==> src/rtl/zcm_pkg.sv <==
`timescale 1ns/1ps
package zcm_pkg;
   // width of the active-channel count
   localparam int unsigned CNT_W = 4;

   typedef enum logic {
      FMT_I2S = 1'b0,
      FMT_PCM = 1'b1
   } fmt_e;

   // TDM count code 0..3 selects 2, 4, 6 or 8 active slots
   function automatic logic [CNT_W-1:0] active_slots(input logic [1:0] code);
      return {1'b0, code, 1'b0} + CNT_W'(2);
   endfunction
endpackage

==> src/rtl/zcm_qualify.sv <==
`timescale 1ns/1ps
module zcm_qualify
   import zcm_pkg::*;
#(
   parameter int unsigned DET_CH = 5
) (
   input  logic [DET_CH-1:0] zc_en_i,
   input  logic              fmt_pcm_i,
   input  logic              multi_ch_i,
   input  logic [1:0]        tdm_cnt_i,
   output logic [DET_CH-1:0] det_en_o
);
   logic [CNT_W-1:0] slots;
   logic             tdm_mode;

   assign slots    = active_slots(tdm_cnt_i);
   assign tdm_mode = (fmt_e'(fmt_pcm_i) == FMT_PCM) && multi_ch_i;

   for (genvar c = 0; c < DET_CH; c++) begin : g_q
      if (c < 2) begin : g_base
         // left/right slots always qualify
         assign det_en_o[c] = zc_en_i[c];
      end else begin : g_tdm
         assign det_en_o[c] = zc_en_i[c] & tdm_mode & (CNT_W'(c) < slots);
      end
   end
endmodule

==> src/rtl/zcm_chan.sv <==
`timescale 1ns/1ps
module zcm_chan (
   input  logic clk_i,
   input  logic rst_ni,
   input  logic hit_i,
   input  logic det_en_i,
   input  logic sign_i,
   input  logic zero_i,
   input  logic clr_i,
   output logic flag_o,
   output logic mute_o
);
   logic prev_sign_q;
   logic flag_q;
   logic trig;

   assign trig = hit_i & det_en_i & ((sign_i ^ prev_sign_q) | zero_i);

   always_ff @(posedge clk_i) begin
      if (!rst_ni) begin
         prev_sign_q <= 1'b0;
         flag_q      <= 1'b0;
      end else begin
         if (hit_i) prev_sign_q <= sign_i;
         // set beats clear
         flag_q <= (flag_q & ~clr_i) | trig;
      end
   end

   assign flag_o = flag_q;
   assign mute_o = flag_q | trig;

   // a set flag only drops through a clear
   assert_flag_hold_R8: assert property (@(posedge clk_i) disable iff (!rst_ni)
      flag_q && !clr_i |=> flag_q);

   // clear with no sample in the same cycle always wins
   assert_clear_R8: assert property (@(posedge clk_i) disable iff (!rst_ni)
      clr_i && !hit_i |=> !flag_o);

   // flag only rises after a qualified sample of this channel
   assert_flag_src_R2: assert property (@(posedge clk_i) disable iff (!rst_ni)
      !flag_o && !(hit_i && det_en_i) |=> !flag_o);
endmodule

==> src/rtl/zcm_out_stage.sv <==
`timescale 1ns/1ps
module zcm_out_stage #(
   parameter int unsigned SAMPLE_W = 16,
   parameter int unsigned IDX_W    = 3
) (
   input  logic                clk_i,
   input  logic                rst_ni,
   input  logic                in_valid_i,
   input  logic [IDX_W-1:0]    in_chan_i,
   input  logic [SAMPLE_W-1:0] in_data_i,
   input  logic                mute_i,
   output logic                out_valid_o,
   output logic [IDX_W-1:0]    out_chan_o,
   output logic [SAMPLE_W-1:0] out_data_o
);
   always_ff @(posedge clk_i) begin
      if (!rst_ni) begin
         out_valid_o <= 1'b0;
         out_chan_o  <= '0;
         out_data_o  <= '0;
      end else begin
         out_valid_o <= in_valid_i;
         if (in_valid_i) begin
            out_chan_o <= in_chan_i;
            out_data_o <= mute_i ? '0 : in_data_i;
         end
      end
   end

   // one cycle latency, index preserved
   assert_latency_R7: assert property (@(posedge clk_i) disable iff (!rst_ni)
      in_valid_i |=> out_valid_o && out_chan_o == $past(in_chan_i));

   assert_no_spurious_R7: assert property (@(posedge clk_i) disable iff (!rst_ni)
      !in_valid_i |=> !out_valid_o);

   // muted words leave as silence
   assert_mute_zero_R6: assert property (@(posedge clk_i) disable iff (!rst_ni)
      in_valid_i && mute_i |=> out_data_o == '0);

   assert_pass_R6: assert property (@(posedge clk_i) disable iff (!rst_ni)
      in_valid_i && !mute_i |=> out_data_o == $past(in_data_i));
endmodule

==> src/rtl/zcm_unit.sv <==
`timescale 1ns/1ps
module zcm_unit #(
   parameter int unsigned SAMPLE_W = 16,
   parameter int unsigned DET_CH   = 5,
   parameter int unsigned IDX_W    = 3
) (
   input  logic                clk_i,
   input  logic                rst_ni,
   input  logic                smp_valid_i,
   input  logic [IDX_W-1:0]    smp_chan_i,
   input  logic [SAMPLE_W-1:0] smp_data_i,
   input  logic [DET_CH-1:0]   zc_en_i,
   input  logic                fmt_pcm_i,
   input  logic                multi_ch_i,
   input  logic [1:0]          tdm_cnt_i,
   input  logic [DET_CH-1:0]   flag_clr_i,
   output logic                out_valid_o,
   output logic [IDX_W-1:0]    out_chan_o,
   output logic [SAMPLE_W-1:0] out_data_o,
   output logic [DET_CH-1:0]   flags_o,
   output logic                irq_o
);
   localparam int unsigned SIGN_BIT = SAMPLE_W - 1;

   if (SAMPLE_W < 2) begin : g_bad_width
      $error("zcm_unit: SAMPLE_W must be at least 2");
   end
   if (DET_CH < 2 || DET_CH > 8) begin : g_bad_ch
      $error("zcm_unit: DET_CH must lie in 2..8");
   end
   if (DET_CH > (1 << IDX_W)) begin : g_bad_idx
      $error("zcm_unit: IDX_W too narrow for DET_CH");
   end

   logic [DET_CH-1:0] det_en;
   logic [DET_CH-1:0] mute_vec;
   logic [DET_CH-1:0] hit_vec;
   logic              sample_zero;
   logic              sel_mute;

   assign sample_zero = (smp_data_i == '0);

   zcm_qualify #(.DET_CH(DET_CH)) u_qual (
      .zc_en_i   (zc_en_i),
      .fmt_pcm_i (fmt_pcm_i),
      .multi_ch_i(multi_ch_i),
      .tdm_cnt_i (tdm_cnt_i),
      .det_en_o  (det_en)
   );

   for (genvar c = 0; c < DET_CH; c++) begin : g_ch
      assign hit_vec[c] = smp_valid_i && (smp_chan_i == IDX_W'(c));

      zcm_chan u_chan (
         .clk_i   (clk_i),
         .rst_ni  (rst_ni),
         .hit_i   (hit_vec[c]),
         .det_en_i(det_en[c]),
         .sign_i  (smp_data_i[SIGN_BIT]),
         .zero_i  (sample_zero),
         .clr_i   (flag_clr_i[c]),
         .flag_o  (flags_o[c]),
         .mute_o  (mute_vec[c])
      );
   end

   // channels without a detector never mute
   assign sel_mute = |(hit_vec & mute_vec);

   zcm_out_stage #(.SAMPLE_W(SAMPLE_W), .IDX_W(IDX_W)) u_out (
      .clk_i      (clk_i),
      .rst_ni     (rst_ni),
      .in_valid_i (smp_valid_i),
      .in_chan_i  (smp_chan_i),
      .in_data_i  (smp_data_i),
      .mute_i     (sel_mute),
      .out_valid_o(out_valid_o),
      .out_chan_o (out_chan_o),
      .out_data_o (out_data_o)
   );

   assign irq_o = |(flags_o & zc_en_i);

   // no flag, no interrupt
   assert_irq_quiet_R9: assert property (@(posedge clk_i) disable iff (!rst_ni)
      flags_o == '0 |-> !irq_o);

   // in I2S format the upper channels never raise a flag
   if (DET_CH > 2) begin : g_chk_upper
      assert_i2s_upper_R5: assert property (@(posedge clk_i) disable iff (!rst_ni)
         !fmt_pcm_i && flags_o[DET_CH-1:2] == '0 |=> flags_o[DET_CH-1:2] == '0);
   end
endmodule

==> config.mk <==
export PLATFORM = sky130hd
export DESIGN_NAME = zcm_unit
export DESIGN_NICKNAME = d
export VERILOG_FILES = /design/src/rtl/zcm_pkg.sv /design/src/rtl/zcm_qualify.sv /design/src/rtl/zcm_chan.sv /design/src/rtl/zcm_out_stage.sv /design/src/rtl/zcm_unit.sv
export SDC_FILE = /design/constraint.sdc
export NUM_CORES = 1
export LEC_CHECK = 0
export ABC_AREA = 1
export BUFFER_PORTS_ARGS = -buffer_cell sky130_fd_sc_hd__buf_2
export CORE_AREA = 8 8 65 67
export CTS_BUF_LIST = sky130_fd_sc_hd__clkbuf_8
export DETAILED_ROUTE_END_ITERATION = 12
export DIE_AREA = 0 0 73 75
export PLACE_DENSITY_LB_ADDON = 0.2
export SLEW_MARGIN = 10
export SYNTH_ARGS = -nofsm -noshare
export SYNTH_HDL_FRONTEND = slang
export SYNTH_SLANG_ARGS = --single-unit
==> constraint.sdc <==
create_clock -name clk_i -period 1.9 [get_ports clk_i]
set_input_delay 0.475 -clock clk_i [delete_from_list [all_inputs] [get_ports clk_i]]
set_output_delay 0.475 -clock clk_i [all_outputs]
set_load 0.01 [all_outputs]
Yosys cells after proc, flatten, opt, wreduce, memory -nomap -nowiden
Index checks and enable logic that the tools add are counted.
W data, S select, Z words.
Word-level totals
  register bits: 30
  bits of input ports: 36
  output and inout bits: 26
  word-level logic and storage cells: 80
Operators by class
  add/subtract/negate cells: 1
  $lt $le $gt $ge: 3
  eq/ne operators: 4
  muxes and demuxes: 1
  bitwise logic cells: 48
  reduce and logical (&&, ||, !) cells: 10
Operators with widths (count)
  $and A1 B1 Y1: 21
  $logic_not A16 Y1: 1
  $mux W16: 1
  $or A1 B1 Y1: 15
  $and A5 B5 Y5: 2
  $reduce_or A5 Y1: 2
  $lt A2 B4 Y1 const A: 2
  $eq A3 B2 Y1 const B: 2
  $logic_and A1 B1 Y1: 6
  $not A1 Y1: 5
  $xor A1 B1 Y1: 5
  $add A3 B2 Y4 const B: 1
  $lt A3 B4 Y1 const A: 1
  $eq A3 B1 Y1 const B: 1
  $eq A3 B3 Y1 const B: 1
  $logic_not A3 Y1: 1

Longest topological paths before layout
Gate-level depths: netlist of run 1.
  depth after elaboration: 9
  gate-level depth with buffers: 13

Modules after synthesis
A second synthesis of run 1 with hierarchy kept.
Second synthesis, totals
  cell total of the unflattened synthesis: 233
  area total of the unflattened synthesis: 1522.7 µm²
Modules (own cells, without submodules)
  zcm_out_stage: instances 1, cells each 87, area each 716.9 µm², sequential area each 400.4 µm²
  zcm_chan: instances 5, cells each 18, area each 111.4 µm², sequential area each 40.0 µm²
  zcm_unit: instances 1, cells each 46, area each 201.4 µm², sequential area each 0.0 µm²
  zcm_qualify: instances 1, cells each 10, area each 47.5 µm², sequential area each 0.0 µm²

Worst setup path before layout of run 1
Ideal clock, no wire load.
  kind: input-to-reg
  from: input tdm_cnt_i[0]
  to: register u_out.out_data_o[10]
  setup time: 70 ps
  arrival: 1543 ps
  data required time: 1830 ps
  setup slack: 286 ps
  stages on the path: 11
  cells stage by stage: or2_2 nand3_1 nor2_1 nand2_1 nand2_1 nand2_1 nand2_1 nor2_4 buf_6 nand2_1 a21oi_1
On the way
  cells in the longest elaborated chain, start to end: 9
Ends and longest elaborated chain
  from (decl): RTL line zcm_unit.sv:15  | input logic [1:0] tdm_cnt_i,
  $add A3 B2 Y4 *: RTL line zcm_pkg.sv:13  | return {1'b0, code, 1'b0} + CNT_W'(2);
  $lt A2 B4 Y1 / $lt A3 B4 Y1 (equally long branches): RTL line zcm_qualify.sv:24  | assign det_en_o[c] = zc_en_i[c] & tdm_mode & (CNT_W'(c) < slots);
  $and A1 B1 Y1: RTL line zcm_qualify.sv:24
  $and A1 B1 Y1 (2 in series): RTL line zcm_chan.sv:17  | assign trig = hit_i & det_en_i & ((sign_i ^ prev_sign_q) | zero_i);
  $or A1 B1 Y1: RTL line zcm_chan.sv:31  | assign mute_o = flag_q | trig;
  $and A5 B5 Y5 *: RTL line zcm_unit.sv:68  | assign sel_mute = |(hit_vec & mute_vec);
  $reduce_or A5 Y1 *: RTL line zcm_unit.sv:68
  $mux W16 *: RTL line zcm_out_stage.sv:25  | out_data_o <= mute_i ? '0 : in_data_i;
  to (signal assigned): RTL line zcm_out_stage.sv:25
  to (decl): RTL line zcm_out_stage.sv:14  | output logic [SAMPLE_W-1:0] out_data_o
Every way passes the cells marked *; elsewhere a longest branch is shown, timed or not.
A chain may end at the register's enable or synchronous reset.

Worst setup path after layout of run 1
  from: input tdm_cnt_i[0]
  to: register u_out.out_data_o[15]
Same word-level chain as after synthesis.

==> out/summary.md, run 1 <==
The cell count after synthesis came out at 241. The logs give 0 for the number of antenna violations at the first check in global routing and 2 for the count of H-tree levels built during CTS. Summing all placed instances gives a cell area of 1860 µm². After legalization and detailed placement, the total HPWL measured 2870 µm.

At the pin with the least slew margin, the transition time is 480 ps. After routing the design area is 1970 µm². Global routing finished with a remaining overflow of 0. Routability-driven placement finished with a final weighted congestion of 0.822.

Entering global routing, the biggest net connects 20 pins. In this run, the number of DRC markers left after iteration 0 of detailed routing was 127. For the number of pins exceeding their max-slew limit in the final report, the log shows 0. The mapped netlist covers 1550 µm². The largest fanout on the critical path works out to 16. The commonest non-fill, non-tap cell in the layout was nand2_1. Once routing completed, OpenROAD measured the worst setup slack at 303 ps.

The worst setup path is captured at a flip-flop. The logs give 62 for the number of placed I/O pins and 0 for the number of antenna cells inserted. Based on the critical path, the design can be clocked at up to 626 MHz. Type of the most critical hold path: in2reg. The areal power density over the cells was 750 nW/µm²; the maximum number of buffers from clock root to sink was 2. The run finished with clean final reports. The number of detailed-routing iterations run before antenna repair was 4; the TritonCTS buffer count was 5. The remaining antenna violation count after routing is 0. Category of the worst setup path launch point: a primary input.

The hold violation total from the final report is 0, and the chip width is 73 µm. The floorplan has 21 rows. Clock skew on the completed layout was measured at 10.4 ps. The run gives 0 as the number of buffers added to fix hold violations after cts. The height of the die came out at 75 µm.

During synthesis, Yosys emitted a total of 0 warnings. In this run the static leakage power is 1.11 nW. In the final design database the tool counted 336 nets. For this block, the routed nets add up to 3650 µm of wire. Dividing the detail-routed via count by the number of cells gives 4.39.

The clock sink count is 30, and the standard cell core area is 3230 µm². The portion of the post-synthesis area used by sequential elements came out at 0.389. dfxtp_1 takes more of the synthesized area than any other cell. Dividing the detail-routed wire length by the instance count gives 10.5 µm. The number of nets produced by synthesis is 277. Before CTS, the worst setup slack after placement is 1.72 ps.

Setup violations remaining at the end of the flow were counted as 0. The tool flagged a number of max-cap violations equal to 0. Yosys attributes the largest share of cell area to dfxtp_1 (39%), nand2_1 (19%), inv_1 (8.7%), a21oi_1 (7.4%), nor2_1 (6.8%). The area share of the leading cell type in the synthesized netlist was 0.389. The area growth from synthesis to layout is 27.3%. In the layout the commonest cells are nand2_1 (79), buf_2 (61), inv_1 (38), dfxtp_1 (30), nor2_1 (28).

Setup total negative slack on the finished layout was measured at 0 ps. The later pin in the worst-skew pair is clocked with a latency of 280 ps. CTS placed an instance of clkbuf_8 at the clock tree root.

The worst path needs 1600 ps of the cycle, external delays included. The floorplan step defined a die boundary enclosing 5480 µm². In this run, distinct cell masters in the synthesized netlist total 18. The total via count in the routed design was 1524; the post-cts sizing count was 0.

Buffers added to address setup during post-CTS repair amount to 0. The first global-routing pass estimated 6100 µm of wire. The post-route clock period utilization works out to 0.841. Setup repair after global routing left no endpoint under its margin. Buffers placed on the I/O ports in this run total 61.

Worst slew margin relative to its limit: 0.680. The run gives 0.478 as the initial standard-cell utilization of the core. The logs give 0.476 mV for the maximum VDD drop and 440 ps for the worst reg-to-reg setup slack.

In the routed design, unresolved DRC markers number 0. The fraction of layout instances using a drive strength above 1 is 0.269. The logs give 0.140 for the global-route usage over all layers and 448 ps for the worst hold slack. The average instance in the mapped netlist occupies 6.41 µm². Synthesized flop and latch total: 30. The critical path class was in2reg. The data arrival time of the critical path was 1800 ps. The logs give 1484 for the via count of the first global-routing pass and 1.48 mW for the overall power. Clock slew at the register clock pins of the worst setup and hold paths: 60 ps.

TritonCTS built the clock tree. At the worst endpoint, the required time is 2100 ps.
cell type report:
| type | count | area, µm² |
|---|---|---|
| fill | 343 | 1260 |
| timing repair buffer | 65 | 348 |
| clock buffer | 5 | 68.8 |
| multi-input combinational | 162 | 719 |
| tap | 46 | 57.6 |
| sequential | 30 | 601 |
| clock inverter | 3 | 37.5 |
| inverter | 36 | 135 |
synth_stat cells:
| library cell | count |
|---|---|
| inv_1 | 36 |
| o22ai_1 | 1 |
| or2_2 | 5 |
| a21oi_2 | 1 |
| a21oi_1 | 23 |
| buf_6 | 3 |
| nor2_1 | 28 |
| buf_4 | 5 |
| nand2_1 | 79 |
| dfxtp_1 | 30 |
| nor2_4 | 1 |
| nand3_1 | 8 |
| nor2_2 | 1 |
| clkbuf_1 | 5 |
| o21ai_0 | 7 |
| xnor2_1 | 5 |
| nand2_2 | 2 |
| a211oi_1 | 1 |
worst paths after layout:
check	startpoint	endpoint	cells after the start
worst min-delay path	smp_valid_i	u_out.out_chan_o[2]$_SDFFE_PN0P_	2
worst min register to register	u_out.out_data_o[5]$_SDFFE_PN0P_	u_out.out_data_o[5]$_SDFFE_PN0P_	2
worst max-delay path	tdm_cnt_i[0]	u_out.out_data_o[15]$_SDFFE_PN0P_	11
worst max register to register	g_ch[1].u_chan.prev_sign_q$_SDFFE_PN0P_	u_out.out_data_o[15]$_SDFFE_PN0P_	9
state kept, by name, indices dropped and copies added (netlist names):
name and count:
g_ch.u_chan.prev_sign_q 5, u_out.out_valid_o 1, u_out.out_chan_o 3, u_out.out_data_o 16
g_ch.u_chan.flag_o 5
through the flow:
step | cells | utilization
detailed placement | 339 | 0.576
global route | 347 | 0.609
finish | 347 | 0.609
global placement | 339 | 0.576
CTS | 347 | 0.609
floorplan | 241 | -
critical path, stage by stage:
cell     delay (ps)
buf_2            90
or2_2           290
nand3_1          80
nor2_1           40
nand2_1          90
nand2_1          50
nand2_1          50
nand2_1          80
nor2_4          320
nand2_1          90
a21oi_1         150
report_power, final:
group | total, mW | internal, mW | switching (mW)
clock network | 0.604 | 0.381 | 0.223
registers | 0.671 | 0.658 | 0.0130
logic | 0.201 | 0.0897 | 0.111
metal layers:
metal  vias up  global-route usage  wire length, µm
met2        38               0.224             1590
li1        838                   -                -
met5         -                   0                0
met4         0              0.0400               13
met3         2              0.0559              236
met1       646               0.169             1810
cells by family (layout without fill, tap and decap cells):
family | count (synthesis) | count (layout) | synth area share
xor gates and xnor gates | 5 | 5 | 0.0283
buffers and inverters | 49 | 109 | 0.146
DFF | 30 | 30 | 0.389
and+or+nand+nor | 124 | 124 | 0.326
AOI/OAI and AO/OA | 33 | 33 | 0.112
Note: power is estimated with default switching activity, not from simulation.
==> inputs of run 2 (changes only) <==
--- a/config.mk
+++ b/config.mk
@@ -7,10 +7,10 @@
 export LEC_CHECK = 0
 export ABC_AREA = 1
 export BUFFER_PORTS_ARGS = -buffer_cell sky130_fd_sc_hd__buf_2
-export CORE_AREA = 8 8 65 67
+export CORE_AREA = 8 8 68 70
 export CTS_BUF_LIST = sky130_fd_sc_hd__clkbuf_8
 export DETAILED_ROUTE_END_ITERATION = 12
-export DIE_AREA = 0 0 73 75
+export DIE_AREA = 0 0 76 78
 export PLACE_DENSITY_LB_ADDON = 0.2
 export SLEW_MARGIN = 10
 export SYNTH_ARGS = -nofsm -noshare
==> constraint.sdc (replaced) <==
create_clock -name clk_i -period 1.3 [get_ports clk_i]
set_input_delay 0.325 -clock clk_i [delete_from_list [all_inputs] [get_ports clk_i]]
set_output_delay 0.325 -clock clk_i [all_outputs]
set_load 0.01 [all_outputs]
==> run 2 against run 1 <==
Against the previous run:
- the run now ends with setup timing left
- wire length is 8.8% higher
- critical path depth is 6 lower
- sequential power is 46% higher
- critical endpoint is now irq_o
- largest cell class unchanged
- clock power is 12% higher
- via count is 6.7% higher
- die area is 8.3% higher
- flip-flop and latch count stayed put
==> out/summary.md, run 2 (synthesized netlist as in run 1, its figures left out) <==
The run finished, with violations left. The checks that failed: setup timing. The number of placement rows is 22 (+4.8%).

The number of vias per cell was 4.39 (about the same); the remaining antenna violation count after routing was 0 (unchanged). The tools report the core occupancy in the finished layout as 0.624 (+0.0154). The number of detailed-routing iterations run before antenna repair is 4 (unchanged). The number of pins exceeding their max-slew limit in the final report is 0 (unchanged), and the count of port buffers added during placement is 61 (unchanged). The placer's final routability congestion estimate is 0.752 (-8.6%), and the timing-limited maximum frequency is 736 MHz. The height of the die is 78 µm (+4.0%), and the setup slack at placement is -325 ps (-326 ps). Actual slew at the worst max-slew pin: 257 ps (-223 ps).

The setup clock skew after layout was 6.36 ps (-4.04 ps). The switching share of power is 0.264 (+0.0290). The total wire length is 3970 µm (+8.8%), and the fraction of layout instances using a drive strength above 1 is 0.422 (+0.153). The insertion delay of the later-clocked pin in the worst-skew pair is 280 ps (about the same), and the areal power density over the cells is 911 nW/µm² (+21%). Slowest library cell on the worst path: dfxtp_2. The run gives 0 (unchanged) as the number of max-cap violations. Leaving out fill and tap cells, the most frequent cell in the layout is nand2_1. The run gives 1594 (+7.4%) as the via count of the first global-routing pass. The category of the worst setup path launch point was a flip-flop.

The register share of total power is 0.487 (+0.032). The critical path is of the reg2out type. For the TritonCTS buffer count, the log shows 5 (unchanged). Clock root buffer: clkbuf_8.

The wire length of the first global-routing pass was 6750 µm (+11%); the largest incremental delay on the critical path was 320 ps (about the same). The run gives 0.136 (-0.00406) as the global-route usage over all layers. The data arrival time of the critical path was 1030 ps (-770 ps). Traced cell by cell, the critical path runs through inv_2 > o21ai_2 > a21oi_2 > nand3_1 > buf_2. For the worst slew margin relative to its limit, the log shows 0.828 (+0.148). The path class of the tightest hold or removal check is in2reg. Routed signal wires occupy layers up through met4.

Maximum VDD drop: 0.577 mV (+21%). The area enclosed by the die boundary was 5930 µm² (+8.3%). The endpoint type of the worst setup path was an output pin. Subtracting the final worst setup slack from the clock period gives 1360 ps. The post-route clock period utilization is 1.05, and the number of buffers added to fix hold violations after cts is 0 (unchanged). Clock slew at the register clock pins of the worst setup and hold paths: 60 ps (about the same). The clock sink count was 30 (unchanged).

The logs give 533 µW (+54%) for the power dissipated by switching net loads and 61 (-52%) for the violation count after the first detailed-routing iteration. The logs give 2 (unchanged) for the count of H-tree levels built during CTS and 0 (unchanged) for the final global-route overflow total. Count of unresolved DRC violations after routing: 0 (unchanged). The count of endpoints failing setup in the final report came out at 17 (+17).

The chip width works out to 76 µm (+4.1%). The logs give 1626 (+6.7%) for the total via count in the routed design and 0 (unchanged) for the number of antenna violations at the first check in global routing. The tools report the design internal power as 1.49 mW (+32%). Relative to the synthesized area, the layout overhead comes to 43.4%. The tools report the worst hold slack as 290 ps (-158 ps). The standard cell core area was 3550 µm² (+9.9%). The routed length on met2 came out at 1860 µm (+17%).

The run gives 0.178 (+0.042) as the combinational share of power. The tools report the met3 routed wirelength as 309 µm (+31%). For the required time at the worst-slack endpoint, the log shows 980 ps (-1120 ps). The largest fanout on the critical path was 3 (-13); the hold violation total from the final report was 0 (unchanged). u_out.out_data_o holds more flip-flops than any other register. The overall power is 2.02 mW (+37%). The logs give -58.9 ps (-362 ps) for the setup slack of the critical path after layout and 358 (+6.5%) for the final net count.

For the length of routed wiring on met1, the log shows 1740 µm (-3.7%). The detailed-route wire length per cell is 10.7 µm (+2.0%). Setup repair after global routing could not meet its margin everywhere. The flip-flop count of the largest register, all copies and words added was 16 (unchanged). The detailed-placement wirelength estimate is 3110 µm (+8.4%). The share of total power in the clock network came out at 0.335 (-0.074). The maximum number of buffers from clock root to sink came out at 2 (unchanged).

The initial standard-cell utilization of the core was 0.435 (-0.0430); the number of buffers and inverters on the critical path was 2 (+1). The number of antenna cells inserted is 0 (unchanged). Broken down by cell family, the worst path's largest delay share belongs to flip-flops. The library cells used most frequently in the layout, excluding fill and tap cells, are nand2_1 (72), buf_2 (61), inv_1 (34), dfxtp_1 (25), buf_4 (24). The total leakage power came out at 1.22 nW (+9.7%).

The number of placed I/O pins came out at 62 (unchanged). TritonCTS built the clock tree. The tools report the maximum number of pins on one net before global-route repair as 19 (-5.0%).
## run 2: worst paths after layout
kind | depth (start not counted) | slack, ps | endpoint | from
setup reg to reg | 11 | -40 | u_out.out_data_o[15]$_SDFFE_PN0P_ | g_ch[1].u_chan.flag_o$_SDFF_PN0_
hold reg to reg | 2 | 460 | u_out.out_data_o[8]$_SDFFE_PN0P_ | u_out.out_data_o[8]$_SDFFE_PN0P_
hold / removal | 3 | 290 | g_ch[2].u_chan.flag_o$_SDFF_PN0_ | flag_clr_i[2]
setup / recovery | 5 | -60 | irq_o | g_ch[1].u_chan.flag_o$_SDFF_PN0_
## run 2: layout make-up
type | instances | area [µm²]
Clock buffer | 5 | 68.8
Sequential cell | 30 | 607
Fill cell | 359 | 1340
Tap cell | 48 | 60.1
Clock inverter | 2 | 7.51
Multi-Input combinational cell | 162 | 812
Timing Repair Buffer | 87 | 526
Inverter | 36 | 135
## run 2: layer usage
| metal | track usage | vias up |
|---|---|---|
| li1 | - | 879 |
| met1 | 0.150 | 699 |
| met2 | 0.221 | 43 |
| met3 | 0.0611 | 5 |
| met4 | 0.0588 | 0 |
| met5 | 0 | - |
## run 2: power by group through the flow
| stage | Sequential (mW) | Combinational [mW] | Clock (mW) |
|---|---|---|---|
| 2_1_floorplan | 1.02 | 0.157 | 0 |
| 3_3_place_gp | 1.00 | 0.340 | 0 |
| 3_5_place_dp | 1.00 | 0.344 | 0 |
| 4_1_cts | 0.982 | 0.347 | 0.697 |
| 5_1_grt | 0.987 | 0.402 | 0.733 |
| 6_report | 0.983 | 0.360 | 0.676 |
## run 2: worst register-to-register path, stage by stage (launching register included)
cell	delay (ps)
dfxtp_2	320
inv_2	60
buf_4	100
o22ai_1	70
inv_1	60
nand2_1	50
nor2_2	90
nand2_2	60
nor2_4	120
buf_12	140
nand2_1	60
a21oi_1	130
## run 2: through the flow
step / area (µm²) / setup TNS [ps] / instances
after CTS: 2150 / -371 / 370
final: 2220 / -335 / 370
after global routing: 2220 / -1700 / 370
after detailed placement: 2060 / -5110 / 362
after global placement: 2060 / -4730 / 362
after floorplan: 1580 / -1060 / 241
## run 2: what timing repair did
action                                  in CTS  in global routing
buffers inserted                             1                  0
pin swaps                                    0                  7
resized for setup                            5                 21
endpoints found under the setup margin      17                 17
==> inputs of run 3 (changes only) <==
--- a/config.mk
+++ b/config.mk
@@ -7,10 +7,10 @@
 export LEC_CHECK = 0
 export ABC_AREA = 1
 export BUFFER_PORTS_ARGS = -buffer_cell sky130_fd_sc_hd__buf_2
-export CORE_AREA = 8 8 68 70
+export CORE_AREA = 8 8 76 78
 export CTS_BUF_LIST = sky130_fd_sc_hd__clkbuf_8
 export DETAILED_ROUTE_END_ITERATION = 12
-export DIE_AREA = 0 0 76 78
+export DIE_AREA = 0 0 84 86
 export PLACE_DENSITY_LB_ADDON = 0.2
 export SLEW_MARGIN = 10
 export SYNTH_ARGS = -nofsm -noshare
==> run 3 against run 2 <==
Against the previous run:
- the flow still finishes with violations (setup timing)
- sequential share of layout area down 0.087 points
- utilization is 14 points lower
- non-clock buffer count is 4 lower
- critical endpoint unchanged
- largest cell class unchanged
==> out/summary.md, run 3 (synthesized netlist as in run 1, its figures left out) <==
For the total wire length, the log shows 4300 µm (+8.4%). Number of buffers added to fix hold violations after cts: 0 (unchanged). The required time at the worst-slack endpoint was 980 ps (about the same); the insertion delay of the later-clocked pin in the worst-skew pair was 270 ps (about the same). The clock slew at the register clock pins of the worst setup and hold paths is 60 ps (about the same). Final design instance area without fill: 2220 µm² (+0.11%). The detailed-placement wirelength estimate is 3310 µm (+6.5%), and the timing-limited maximum frequency is 734 MHz (-0.19%).

The via count of the first global-routing pass was 1704 (+6.9%). The wire length of the first global-routing pass came out at 7400 µm (+9.7%). For the sequential standard cell area, the log shows 606 µm² (-0.21%). The areal power density over the cells is 1030 nW/µm² (+13%). The checks that failed: setup timing.

The worst hold slack was 307 ps (+17.0 ps); the number of vias per cell was 4.33 (-1.4%). The total leakage power was 1.21 nW (-0.76%). The worst setup path is captured at an output pin.

The fraction of layout instances using a drive strength above 1 works out to 0.409 (-0.0136). The category of the worst setup path launch point was a flip-flop. The hold violation total from the final report was 0 (unchanged). The tools report the count of endpoints failing setup in the final report as 17 (unchanged). The tools report the final net count as 354 (-1.1%). The flow ran to the end, but the final reports show violations.

The count of port buffers added during placement was 61 (unchanged). For the number of filler cells placed in the layout, the log shows 485 (+35%). The run gives 0 (unchanged) as the final global-route overflow total. The overall power came out at 2.29 mW (+14%). The logs give 2 (unchanged) for the maximum number of buffers from clock root to sink and 0.336 (-0.0991) for the initial standard-cell utilization of the core. The largest individual stage delay along the critical path comes from the cell dfxtp_2. The detailed-route wire length per cell works out to 11.6 µm (+7.9%).

The run gives 24 (+5) as the maximum number of pins on one net before global-route repair. The setup slack at placement is -355 ps (-30.3 ps). The tools report the setup slack of the critical path after layout as -61.5 ps (-2.60 ps). In the layout the commonest cells are nand2_1 (73), buf_2 (61), inv_1 (32), dfxtp_1 (26), nor2_1 (24). The signed area change from the synthesized netlist to the final layout works out to 43.6%. The run gives 62 (unchanged) as the number of placed I/O pins. The maximum VDD drop was 0.459 mV (-20%). Flip-flop count of the largest register, all copies and words added: 16 (unchanged). Standard cell core area: 4600 µm² (+29%). The type of the most critical hold path is in2reg.

The TritonCTS buffer count is 5 (unchanged). The number of antenna violations at the first check in global routing was 0 (unchanged). The largest fanout on the critical path was 3 (unchanged).

The number of max-cap violations is 0 (unchanged). The logs give 0 (unchanged) for the number of antenna cells inserted and 1612 (-0.86%) for the total via count in the routed design. The library cell used most frequently in the layout, excluding fill and tap cells, is nand2_1. The global-route usage over all layers came out at 0.123 (-0.0130). The cell area after placement is 2040 µm² (-1.1%), and the footprint of the multi-input gates is 802 µm² (-1.2%). The critical path goes through nand2_1 > o21ai_1 > a21oi_1 > nand3_1 > buf_2. u_out.out_data_o holds more flip-flops than any other register. The clock sink count is 30 (unchanged). The critical path class was reg2out.

Setup repair after global routing could not meet its margin everywhere. The actual slew at the worst max-slew pin is 499 ps (+241 ps), and the count of H-tree levels built during CTS is 2 (unchanged). The setup clock skew after layout was 3.51 ps (-2.84 ps); the worst slew margin relative to its limit was 0.667 (-0.161). The number of placement rows came out at 25 (+14%). The run gives 4 (unchanged) as the number of detailed-routing iterations run before antenna repair. The tree is rooted in a clkbuf_8.

The shortest clock period the worst path allows after layout was 1360 ps (+2.60 ps). The tools report the count of unresolved DRC violations after routing as 0 (unchanged). The area enclosed by the die boundary was 7220 µm² (+22%); the placer's final routability congestion estimate was 0.749 (-0.35%). The remaining antenna violation count after routing is 0 (unchanged), and the largest incremental delay on the critical path is 320 ps (about the same).

TritonCTS built the clock tree. The number of pins exceeding their max-slew limit in the final report is 0 (unchanged), and the post-route clock period utilization is 1.05 (+0.00200). The core occupancy in the finished layout was 0.482 (-0.142). The chip width works out to 84 µm (+11%). The height of the die came out at 86 µm (+10%). For the data arrival time of the critical path, the log shows 1040 ps (about the same).

The violation count after the first detailed-routing iteration came out at 70 (+15%).
## run 3: final cells by class
cell class | instances | share of cell area
multi-input combinational | 162 | 0.362
sequential | 30 | 0.273
timing repair buffer | 83 | 0.223
inverter | 36 | 0.0609
clock buffer | 6 | 0.0372
tap | 54 | 0.0305
clock inverter | 1 | 0.0135
## run 3: per-layer routing
layer  global-route usage  up-vias  routed length (µm)
met5                    0        -                   0
met1                0.148      694                2060
met2                0.199       43                1930
met4               0.0471        0                  48
li1                     -      873                   -
met3               0.0389        2                 265
## run 3: timing repair
action,CTS,global route
pin swaps,2,3
gates resized for setup,7,14
setup buffers,1,0
gates cloned,0,0
setup endpoints to repair,17,17
## run 3: path summary, 6_finish.rpt
| kind | start | slack, ps | depth (start not counted) | end |
|---|---|---|---|---|
| min | flag_clr_i[2] | 310 | 3 | g_ch[2].u_chan.flag_o$_SDFF_PN0_ |
| max reg2reg | g_ch[1].u_chan.prev_sign_q$_SDFFE_PN0P_ | -30 | 10 | u_out.out_data_o[15]$_SDFFE_PN0P_ |
| max | g_ch[2].u_chan.flag_o$_SDFF_PN0_ | -60 | 5 | irq_o |
| min reg2reg | u_out.out_data_o[4]$_SDFFE_PN0P_ | 460 | 2 | u_out.out_data_o[4]$_SDFFE_PN0P_ |
## run 3: critical path: cells and delay by family (launching register included)
kind / cells / cell delay [ps]
AND/OR/NAND/NOR: 2 / 130
AO/OA/AOI/OAI: 2 / 170
buffers and inverters: 1 / 140
flip-flops: 1 / 320
## run 3: metrics by stage
step / TNS (ps) / cells
after floorplan: -1060 / 241
after global placement: -5440 / 364
after detailed placement: -5690 / 364
after CTS: -486 / 372
after global routing: -2550 / 372
final: -368 / 372
## run 3: power by group
| group | leakage [nW] | switching, mW | internal (mW) | total (mW) |
|---|---|---|---|---|
| combinational | 0.904 | 0.187 | 0.164 | 0.351 |
| clock | 0.0573 | 0.346 | 0.613 | 0.959 |
| sequential | 0.248 | 0.0208 | 0.962 | 0.983 |
